<file path="src/rtl/wxl_pkg.sv">
package wxl_pkg;

  localparam int CTL_EN_BIT  = 31;
  localparam int CTL_SP_LO   = 16;
  localparam int CTL_SUP_BIT = 12;
  localparam int CTL_PRG_BIT = 14;
  localparam int CTL_W32_BIT = 23;
  localparam int CTL_W16_BIT = 22;

  typedef enum logic [1:0] {
    SEL_BASE  = 2'd0,
    SEL_BOUND = 2'd1,
    SEL_OFFS  = 2'd2,
    SEL_CTRL  = 2'd3
  } reg_sel_e;

  typedef enum logic [1:0] {
    SP_A16  = 2'd0,
    SP_A24  = 2'd1,
    SP_A32  = 2'd2,
    SP_RSVD = 2'd3
  } space_e;

  typedef enum logic [1:0] {
    DW_8   = 2'd0,
    DW_16  = 2'd1,
    DW_32  = 2'd2,
    DW_UNU = 2'd3
  } width_e;

  typedef struct packed {
    logic   en;
    space_e space;
    logic   sup;
    logic   prg;
    width_e width;
  } win_attr_t;

  // Decode a control word once, at write time.
  function automatic win_attr_t decode_ctl(input logic [31:0] w);
    win_attr_t a;
    a.en    = w[CTL_EN_BIT];
    a.space = space_e'(w[CTL_SP_LO+1:CTL_SP_LO]);
    a.sup   = w[CTL_SUP_BIT];
    a.prg   = w[CTL_PRG_BIT];
    if (w[CTL_W32_BIT])
      a.width = DW_32;
    else if (w[CTL_W16_BIT])
      a.width = DW_16;
    else
      a.width = DW_8;
    return a;
  endfunction

endpackage

</file>
<file path="src/rtl/wxl_regfile.sv">
module wxl_regfile
  import wxl_pkg::*;
#(
  parameter int NWIN = 8,
  parameter int AW   = 32,
  localparam int IW  = (NWIN > 1) ? $clog2(NWIN) : 1
) (
  input  logic                     clk,
  input  logic                     rst,
  input  logic                     cfg_we,
  input  logic [IW+1:0]            cfg_addr,
  input  logic [AW-1:0]            cfg_wdata,
  output logic [NWIN-1:0][AW-1:0]  base_o,
  output logic [NWIN-1:0][AW-1:0]  bound_o,
  output logic [NWIN-1:0][AW-1:0]  offs_o,
  output win_attr_t [NWIN-1:0]     attr_o
);

  logic [IW-1:0] wr_idx;
  reg_sel_e      wr_sel;

  assign wr_idx = cfg_addr[IW+1:2];
  assign wr_sel = reg_sel_e'(cfg_addr[1:0]);

  for (genvar g = 0; g < NWIN; g++) begin : g_win
    logic [AW-1:0] base_q;
    logic [AW-1:0] bound_q;
    logic [AW-1:0] offs_q;
    win_attr_t     attr_q;
    logic          wr_this;

    assign wr_this = cfg_we && (wr_idx == IW'(g));

    always_ff @(posedge clk) begin
      if (rst) begin
        base_q  <= '0;
        bound_q <= '0;
        offs_q  <= '0;
        attr_q  <= '0;
      end else if (wr_this) begin
        case (wr_sel)
          SEL_BASE:  base_q  <= cfg_wdata;
          SEL_BOUND: bound_q <= cfg_wdata;
          SEL_OFFS:  offs_q  <= cfg_wdata;
          default:   attr_q  <= decode_ctl(cfg_wdata[31:0]);
        endcase
      end
    end

    assign base_o[g]  = base_q;
    assign bound_o[g] = bound_q;
    assign offs_o[g]  = offs_q;
    assign attr_o[g]  = attr_q;
  end

endmodule

</file>
<file path="src/rtl/wxl_match.sv">
module wxl_match
  import wxl_pkg::*;
#(
  parameter int NWIN = 8,
  parameter int AW   = 32,
  localparam int IW  = (NWIN > 1) ? $clog2(NWIN) : 1
) (
  input  logic [AW-1:0]            addr,
  input  logic [NWIN-1:0][AW-1:0]  base_i,
  input  logic [NWIN-1:0][AW-1:0]  bound_i,
  input  win_attr_t [NWIN-1:0]     attr_i,
  output logic [NWIN-1:0]          hit_vec,
  output logic                     any_hit,
  output logic [IW-1:0]            win_idx
);

  for (genvar g = 0; g < NWIN; g++) begin : g_cmp
    logic above_base;
    logic below_bound;
    logic usable;

    assign above_base  = (addr >= base_i[g]);
    assign below_bound = (addr <  bound_i[g]);
    assign usable      = attr_i[g].en && (attr_i[g].space != SP_RSVD);
    assign hit_vec[g]  = usable && above_base && below_bound;
  end

  // Lowest index wins: scan from the top so the last write is the lowest.
  always_comb begin
    any_hit = |hit_vec;
    win_idx = '0;
    for (int i = NWIN - 1; i >= 0; i--) begin
      if (hit_vec[i]) win_idx = IW'(i);
    end
  end

endmodule

</file>
<file path="src/rtl/wxl_outreg.sv">
module wxl_outreg
  import wxl_pkg::*;
#(
  parameter int NWIN = 8,
  parameter int AW   = 32,
  localparam int IW  = (NWIN > 1) ? $clog2(NWIN) : 1
) (
  input  logic                     clk,
  input  logic                     rst,
  input  logic                     acc_valid,
  input  logic [AW-1:0]            acc_addr,
  input  logic                     any_hit,
  input  logic [IW-1:0]            win_idx,
  input  logic [NWIN-1:0][AW-1:0]  offs_i,
  input  win_attr_t [NWIN-1:0]     attr_i,
  output logic                     valid_q,
  output logic                     hit_q,
  output logic                     miss_q,
  output logic [IW-1:0]            win_q,
  output logic [AW-1:0]            addr_q,
  output win_attr_t                attr_q
);

  logic [AW-1:0] sel_offs;
  win_attr_t     sel_attr;
  logic          take;

  assign sel_offs = offs_i[win_idx];
  assign sel_attr = attr_i[win_idx];
  assign take     = acc_valid && any_hit;

  always_ff @(posedge clk) begin
    if (rst) begin
      valid_q <= 1'b0;
      hit_q   <= 1'b0;
      miss_q  <= 1'b0;
    end else begin
      valid_q <= acc_valid;
      hit_q   <= take;
      miss_q  <= acc_valid && !any_hit;
    end
  end

  always_ff @(posedge clk) begin
    if (rst) begin
      win_q  <= '0;
      addr_q <= '0;
      attr_q <= '0;
    end else if (take) begin
      win_q  <= win_idx;
      addr_q <= acc_addr + sel_offs;
      attr_q <= sel_attr;
    end
  end

endmodule

</file>
<file path="src/rtl/win_xlat_top.sv">
module win_xlat_top
  import wxl_pkg::*;
#(
  parameter int NWIN = 8,
  parameter int AW   = 32,
  localparam int IW  = (NWIN > 1) ? $clog2(NWIN) : 1
) (
  input  logic            clk,
  input  logic            rst,
  input  logic            cfg_we,
  input  logic [IW+1:0]   cfg_addr,
  input  logic [AW-1:0]   cfg_wdata,
  input  logic            acc_valid,
  input  logic [AW-1:0]   acc_addr,
  output logic            out_valid,
  output logic            out_hit,
  output logic            out_miss,
  output logic [IW-1:0]   out_win,
  output logic [AW-1:0]   out_addr,
  output logic [1:0]      out_space,
  output logic            out_super,
  output logic            out_prog,
  output logic [1:0]      out_width
);

  logic [NWIN-1:0][AW-1:0] base_w;
  logic [NWIN-1:0][AW-1:0] bound_w;
  logic [NWIN-1:0][AW-1:0] offs_w;
  win_attr_t [NWIN-1:0]    attr_w;
  logic [NWIN-1:0]         hit_vec;
  logic [NWIN-1:0]         en_vec;
  logic                    any_hit;
  logic [IW-1:0]           win_idx;
  win_attr_t               res_attr;

  for (genvar g = 0; g < NWIN; g++) begin : g_en
    assign en_vec[g] = attr_w[g].en;
  end

  wxl_regfile #(.NWIN(NWIN), .AW(AW)) u_regs (
    .clk       (clk),
    .rst       (rst),
    .cfg_we    (cfg_we),
    .cfg_addr  (cfg_addr),
    .cfg_wdata (cfg_wdata),
    .base_o    (base_w),
    .bound_o   (bound_w),
    .offs_o    (offs_w),
    .attr_o    (attr_w)
  );

  wxl_match #(.NWIN(NWIN), .AW(AW)) u_match (
    .addr    (acc_addr),
    .base_i  (base_w),
    .bound_i (bound_w),
    .attr_i  (attr_w),
    .hit_vec (hit_vec),
    .any_hit (any_hit),
    .win_idx (win_idx)
  );

  wxl_outreg #(.NWIN(NWIN), .AW(AW)) u_out (
    .clk       (clk),
    .rst       (rst),
    .acc_valid (acc_valid),
    .acc_addr  (acc_addr),
    .any_hit   (any_hit),
    .win_idx   (win_idx),
    .offs_i    (offs_w),
    .attr_i    (attr_w),
    .valid_q   (out_valid),
    .hit_q     (out_hit),
    .miss_q    (out_miss),
    .win_q     (out_win),
    .addr_q    (out_addr),
    .attr_q    (res_attr)
  );

  assign out_space = res_attr.space;
  assign out_super = res_attr.sup;
  assign out_prog  = res_attr.prg;
  assign out_width = res_attr.width;

endmodule

</file>
<file path="config.mk">
export PLATFORM = sky130hd
export DESIGN_NAME = win_xlat_top
export DESIGN_NICKNAME = d
export VERILOG_FILES = /design/src/rtl/wxl_pkg.sv /design/src/rtl/wxl_regfile.sv /design/src/rtl/wxl_match.sv /design/src/rtl/wxl_outreg.sv /design/src/rtl/win_xlat_top.sv
export SDC_FILE = /design/constraint.sdc
export NUM_CORES = 2
export LEC_CHECK = 0
export BUFFER_PORTS_ARGS = -buffer_cell sky130_fd_sc_hd__buf_2
export CAP_MARGIN = 5
export CORE_ASPECT_RATIO = 0.9
export CORE_MARGIN = 2
export CORE_UTILIZATION = 57
export DETAILED_ROUTE_END_ITERATION = 10
export PLACE_DENSITY = 0.77
export SLEW_MARGIN = 10
export SYNTH_ARGS = -nofsm -noshare
export SYNTH_HDL_FRONTEND = slang
export SYNTH_SLANG_ARGS = --single-unit
</file>
<file path="constraint.sdc">
create_clock -name clk -period 8.1 [get_ports clk]
set_input_delay 1.62 -clock clk [delete_from_list [all_inputs] [get_ports clk]]
set_output_delay 1.62 -clock clk [all_outputs]
set_load 0.02 [all_outputs]
</file>
* After elaboration in Yosys (flattened, before gate mapping)
Cells that the tools add are included.
** Operators by class
- Add/sub/neg operators :: 1
- Magnitude comparators :: 17
- Equality and inequality tests :: 17
- Multiplexer cells :: 14
- Bitwise gates (word level) :: 1
- Reduce and logical (&&, ||, !) cells :: 71
** Operators with widths (count)
- $ge A32 B32 Y1 :: 8
- $lt A32 B32 Y1 :: 8
- $bmux W32 S3 :: 1
- $reduce_and A2 Y1 :: 32
- $logic_and A1 B1 Y1 :: 34
- $add A32 B32 Y32 :: 1
- $mux W32 :: 1
- $mux W3 :: 8
- $bmux W7 S3 :: 1
- $ne A2 B2 Y1 const B :: 8
- $eq A3 B3 Y1 const B :: 4
- $reduce_or A8 Y1 :: 1
- $eq A3 B2 Y1 const B :: 2
- $mux W6 :: 1
- $lt A3 B4 Y1 const B :: 1
- $eq A3 B1 Y1 const B :: 1
- $logic_not A3 Y1 :: 1
- $reduce_or A3 Y1 :: 1
- $eq A2 B1 Y1 const B :: 1
- $eq A2 B2 Y1 const B :: 1
- $logic_not A2 Y1 :: 1
- $mux W2 :: 1
- $logic_not A1 Y1 :: 1
- $mux W1 :: 1
- $not A1 Y1 :: 1
** Word-level totals
- Register bits :: 868
- Output and inout port bits :: 44

* Longest topological paths before layout
- Word-level depth :: 15
- Depth in mapped cells :: 30
- Depth with buffers taken out :: 28

* By module
From an unflattened synthesis, not the netlist that was laid out.
** Unflattened totals
- Cell total of the unflattened synthesis :: 5107
- Area, all modules :: 49805.3 um^2
** Modules (own cells, without submodules)
- wxl_regfile :: instances 1, cells an instance 2806, area each 31680.4 um^2
- wxl_match :: instances 1, cells an instance 1750, area each 12629.6 um^2
- wxl_outreg :: instances 1, cells an instance 551, area each 5495.3 um^2

* Worst setup path before layout
OpenSTA, ideal clock, no wires.
- Kind :: input to register
- From :: in acc_addr[0]
- To :: reg u_out.addr_q[28]
- Setup time :: 127 ps
- Arrival :: 7565 ps
- Data required time :: 7973 ps
- Path slack :: 408 ps
- Cell stages on the path :: 30
- Buffers on the path :: 3
- Path through :: inv_1 -> ha_1 -> nand2b_1 -> a2111oi_0 -> o41ai_1 -> o311a_1 -> a21oi_2 -> nor2_2 -> a211o_1 -> a21oi_2 -> buf_6 -> buf_6 -> buf_2 -> mux2i_1 -> nand2_1 -> a31o_2 -> ha_1 -> fa_1 -> a21o_1 -> a21oi_1 -> o21ai_0 -> a221oi_2 -> o31ai_1 -> a2111oi_2 -> o211ai_1 -> a31o_2 -> a21oi_1 -> xor2_1 -> o21ai_0 -> nor2b_1
** On the way
- Longest elaborated chain between the ends :: 14
** Ends and longest elaborated chain
- start: declaration :: RTL line win_xlat_top.sv:14 : input logic [AW-1:0] acc_addr,
- $ge A32 B32 Y1 :: RTL line wxl_match.sv:22 : assign above_base = (addr >= base_i[g]);
- $logic_and A1 B1 Y1 (2 in a row) :: RTL line wxl_match.sv:25 : assign hit_vec[g] = usable && above_base && below_bound;
- $mux W3 (8 in a row) :: RTL line wxl_match.sv:33 : if (hit_vec[i]) win_idx = IW'(i);
- $bmux W32 S3 :: RTL line wxl_outreg.sv:28 : assign sel_offs = offs_i[win_idx];
- $mux W32 (implied by the code) :: RTL line wxl_outreg.sv:28
- $add A32 B32 Y32 :: RTL line wxl_outreg.sv:51 : addr_q <= acc_addr + sel_offs;
- end signal: assignment :: RTL line wxl_outreg.sv:51
- end: declaration :: RTL line wxl_outreg.sv:20 : output logic [AW-1:0] addr_q,
Parallel ways exist; a longest one is shown, timed or not. The select of a mux whose other input is x is not followed.
A chain may end at the register's enable or synchronous reset.

* Final worst setup path
- From :: in acc_addr[21]
- To :: reg u_out.addr_q[30]
The elaborated chain is that of the path after synthesis.

==> impl_metrics.env <==
export IMPL_status="finished clean"
export IMPL_firstDrtPassIters=6
export IMPL_grt_pass1_vias=40800
export IMPL_worst_path_dominant_cell_family="compound AO/OA/AOI/OAI gates"
export IMPL_postCtsHoldBufs=0
export IMPL_finalInstanceArea_um2=53400
export IMPL_synthFlopType="dfxtp_1"
export IMPL_drv_slew=0
export IMPL_met3_length_um=13100
export IMPL_grt_overflow_total=0
export IMPL_relSlewSlack_pct=34.6
export IMPL_drt_initial_drc_count=4411
export IMPL_routed_via_density=5.87
export IMPL_critPathLaunchType="input pin"
export IMPL_wl_met2_um=64600
export IMPL_clk_latency_ns=0.67
export IMPL_async_flop_share_pct=0
export IMPL_stdcell_count=7465
export IMPL_setup_viol=0
export IMPL_placed_cells=7291
export IMPL_ys_types=75
export IMPL_syn_num_nets=6796
export IMPL_cp_common_cell="buf_4"
export IMPL_final_hold_viol_count=0
export IMPL_muxShareOfSynthArea_pct=4.18
export IMPL_vias=43800
export IMPL_final_common_cell="nand2_1"
export IMPL_die_w_um=307
export IMPL_start_util_pct=57.3
export IMPL_wl_um=144000
export IMPL_min_path_type="flip-flop to flip-flop"
export IMPL_globalplace_congestion=0.947
export IMPL_cts_sinks=868
export IMPL_max_slew_worst_pin_slew_ns=0.981
export IMPL_ios=117
export IMPL_ys_warn_count=0
export IMPL_clkPwrFrac_pct=46.5
export IMPL_top_layer="met5"
export IMPL_synth_adder_area_share_pct=14.2
export IMPL_ant_nets=0
export IMPL_combinationalPowerShare_pct=9.1
export IMPL_slowest_stage="nor4_1"
export IMPL_num_rows=100
export IMPL_cts_max_path_buffers=3
export IMPL_p_int_mw=7.28
export IMPL_regArea_um2=17400
export IMPL_power_leakage_nw=19.5
export IMPL_grt_use_total_pct=32.9
export IMPL_arrival_ns=8.32
export IMPL_synth_compound_area_share_pct=17.8
export IMPL_syn_inst=6187
export IMPL_dieHeight_um=277
export IMPL_fmax_ghz=0.128
export IMPL_period_needed_ns=7.81
export IMPL_wl_met1_um=60500
export IMPL_synth_top_family_by_area="simple AND/OR/NAND/NOR gates"
export IMPL_crit_type="input pin to flip-flop"
export IMPL_wl_per_cell_um=19.3
export IMPL_crit_buf_inv=6
export IMPL_rsz0062_at_grt="false"
export IMPL_root_buffer="clkbuf_16"
export IMPL_mostFrequentLayoutCells="nand2_1 (1726), a21oi_1 (963), dfxtp_1 (868)"
export IMPL_netlist_area_um2=47200
export IMPL_peakVddDrop_uv=127
export IMPL_switching_share_pct=25.1
export IMPL_grt_max_degree=181
export IMPL_dpl_hpwl_um=96100
export IMPL_finalCritPeriodShare_pct=96.4
export IMPL_grt_pass1_wl_um=225000
export IMPL_final_util_pct=64.8
export IMPL_end_kind="flip-flop"
export IMPL_synth_area_per_cell_um2=7.62
export IMPL_max_stage_delay_ns=0.50
export IMPL_die_area_um2=85100
export IMPL_area_growth_pct=13.2
export IMPL_cts_inserted_buffers=93
export IMPL_powerDensity_nw_per_um2=182
export IMPL_seq_area_frac_synth_pct=36.8
export IMPL_critPathRequiredTime_ns=8.61
export IMPL_io_buffers=116
export IMPL_crit_fanout=9
export IMPL_cts_tree="done"
export IMPL_drc=0
export IMPL_synthSimpleGateAreaFrac_pct=19.1
export IMPL_layout_nets=6927
export IMPL_core_um2=82300
export IMPL_htree_levels=3
export IMPL_synth_xor_area_share_pct=0.427
export IMPL_antenna_found_initial=4
export IMPL_seqPwrFrac_pct=44.4
export IMPL_layout_drive_gt1_share_pct=9.84
export IMPL_clkTransAtPathRegs_ns=0.06
export IMPL_diodes=0
export IMPL_drv_cap=0
export IMPL_finalClockSkew_ns=0.0240
export IMPL_ys_seq_elements=868
export IMPL_place_area_um2=50100
export IMPL_synth_edff_count=0
export IMPL_power_switching_mw=2.44
export IMPL_fill_cells=6976
export IMPL_multi_input_area_um2=26400
power groups by stage:
stage	clock network, mW	registers [mW]	logic, mW
detailed placement	0	4.41	0.856
finish	4.51	4.32	0.886
global placement	0	4.41	0.831
global route	4.70	4.32	0.965
floorplan	0	4.41	0.489
CTS	4.53	4.32	0.866
metal layers:
| metal | GRT usage (%) | vias up |
|---|---|---|
| li1 | - | 20900 |
| met5 | 0 | - |
| met2 | 52.3 | 1833 |
| met1 | 44.7 | 20700 |
| met4 | 13.0 | 8 |
| met3 | 5.46 | 354 |
worst paths after layout:
check / startpoint / end / cells after the start / slack (ns)
setup / recovery: acc_addr[21] / u_out.addr_q[30] / 32 / 0.29
hold / removal: u_regs.g_win[6].bound_q[0] / u_regs.g_win[6].bound_q[0] / 2 / 0.45
hold reg to reg: u_regs.g_win[6].bound_q[0] / u_regs.g_win[6].bound_q[0] / 2 / 0.45
setup reg to reg: u_regs.g_win[3].base_q[21] / u_out.addr_q[30] / 31 / 1.19
cell families (layout without fill, tap and decap cells):
group / after synthesis / count (layout)
muxes: 197 / 197
adders and majority gates: 536 / 536
xor gates and xnor gates: 23 / 23
AOI/OAI and AO/OA: 1445 / 1445
buffers and inverters: 903 / 1110
and+or+nand+nor: 2215 / 2215
DFF: 868 / 868
cells in the mapped netlist (all sizes together) (9+ instances only):
cell type     n  share of area, %
dfxtp       868                37
clkbuf      341               2.7
nor3         36              0.39
a21oi       968                10
o21a         22              0.35
and4         10              0.19
nand4        61              0.81
a221oi       15              0.38
nand2b       22              0.29
and3          9              0.12
nand3        38              0.40
o21ai       104               1.1
xor2         11              0.20
nand2      1729                14
o211ai       25              0.40
nor2        199               1.6
nor4         13              0.17
o22ai        13              0.17
a31oi        10              0.13
buf          33              0.49
a31o         32              0.59
mux2i       197               4.2
ha          535                14
xnor2        12              0.22
inv         529               4.2
nor2b        65              0.86
a211o        16              0.30
a211oi       95               1.5
a21o         81               1.3
worst register-to-register path: cells and delay by family, from the launching register on:
family	cells	cell delay (ns)
and+or+nand+nor	7	1.61
DFF	1	0.33
buffers and inverters	5	0.76
adders and majority gates	3	0.89
muxes	2	0.31
xor gates and xnor gates	1	0.08
AOI/OAI and AO/OA	13	2.76
area by class of cell:
type	instances	share of cell area, %
repair buffers	410	5.63
well taps	1071	2.51
multi-input cells	4416	49.5
inverters	529	3.73
clock buffers	136	5.21
clock inverters	35	0.839
flip-flops and latches	868	32.6
timing repair:
action / in CTS / in global routing
setup buffers: 0 / 3
resized for setup: 0 / 13
setup endpoints to repair: 0 / 8
through the flow:
step | hold WS [ns] | worst slack, ns | setup TNS, ns | power, mW
floorplan | 0.432 | 0.408 | 0 | 4.90
global placement | 0.437 | -0.324 | -1.06 | 5.24
detailed placement | 0.442 | -0.397 | -1.93 | 5.27
CTS | 0.450 | 0.258 | 0 | 9.71
global route | 0.468 | 0.0257 | 0 | 9.98
finish | 0.450 | 0.292 | 0 | 9.72
flip-flops by register name, summed over array words and instances, names as in the netlist:
name,count
u_regs.attr_o,56
u_out.attr_q,6
u_out.addr_q,32
u_regs.g_win.base_q,256
u_out.win_q,3
u_out.miss_q,1
u_regs.g_win.bound_q,256
u_out.valid_q,1
u_out.hit_q,1
u_regs.g_win.offs_q,256
Note: power is estimated with default switching activity, not from simulation.
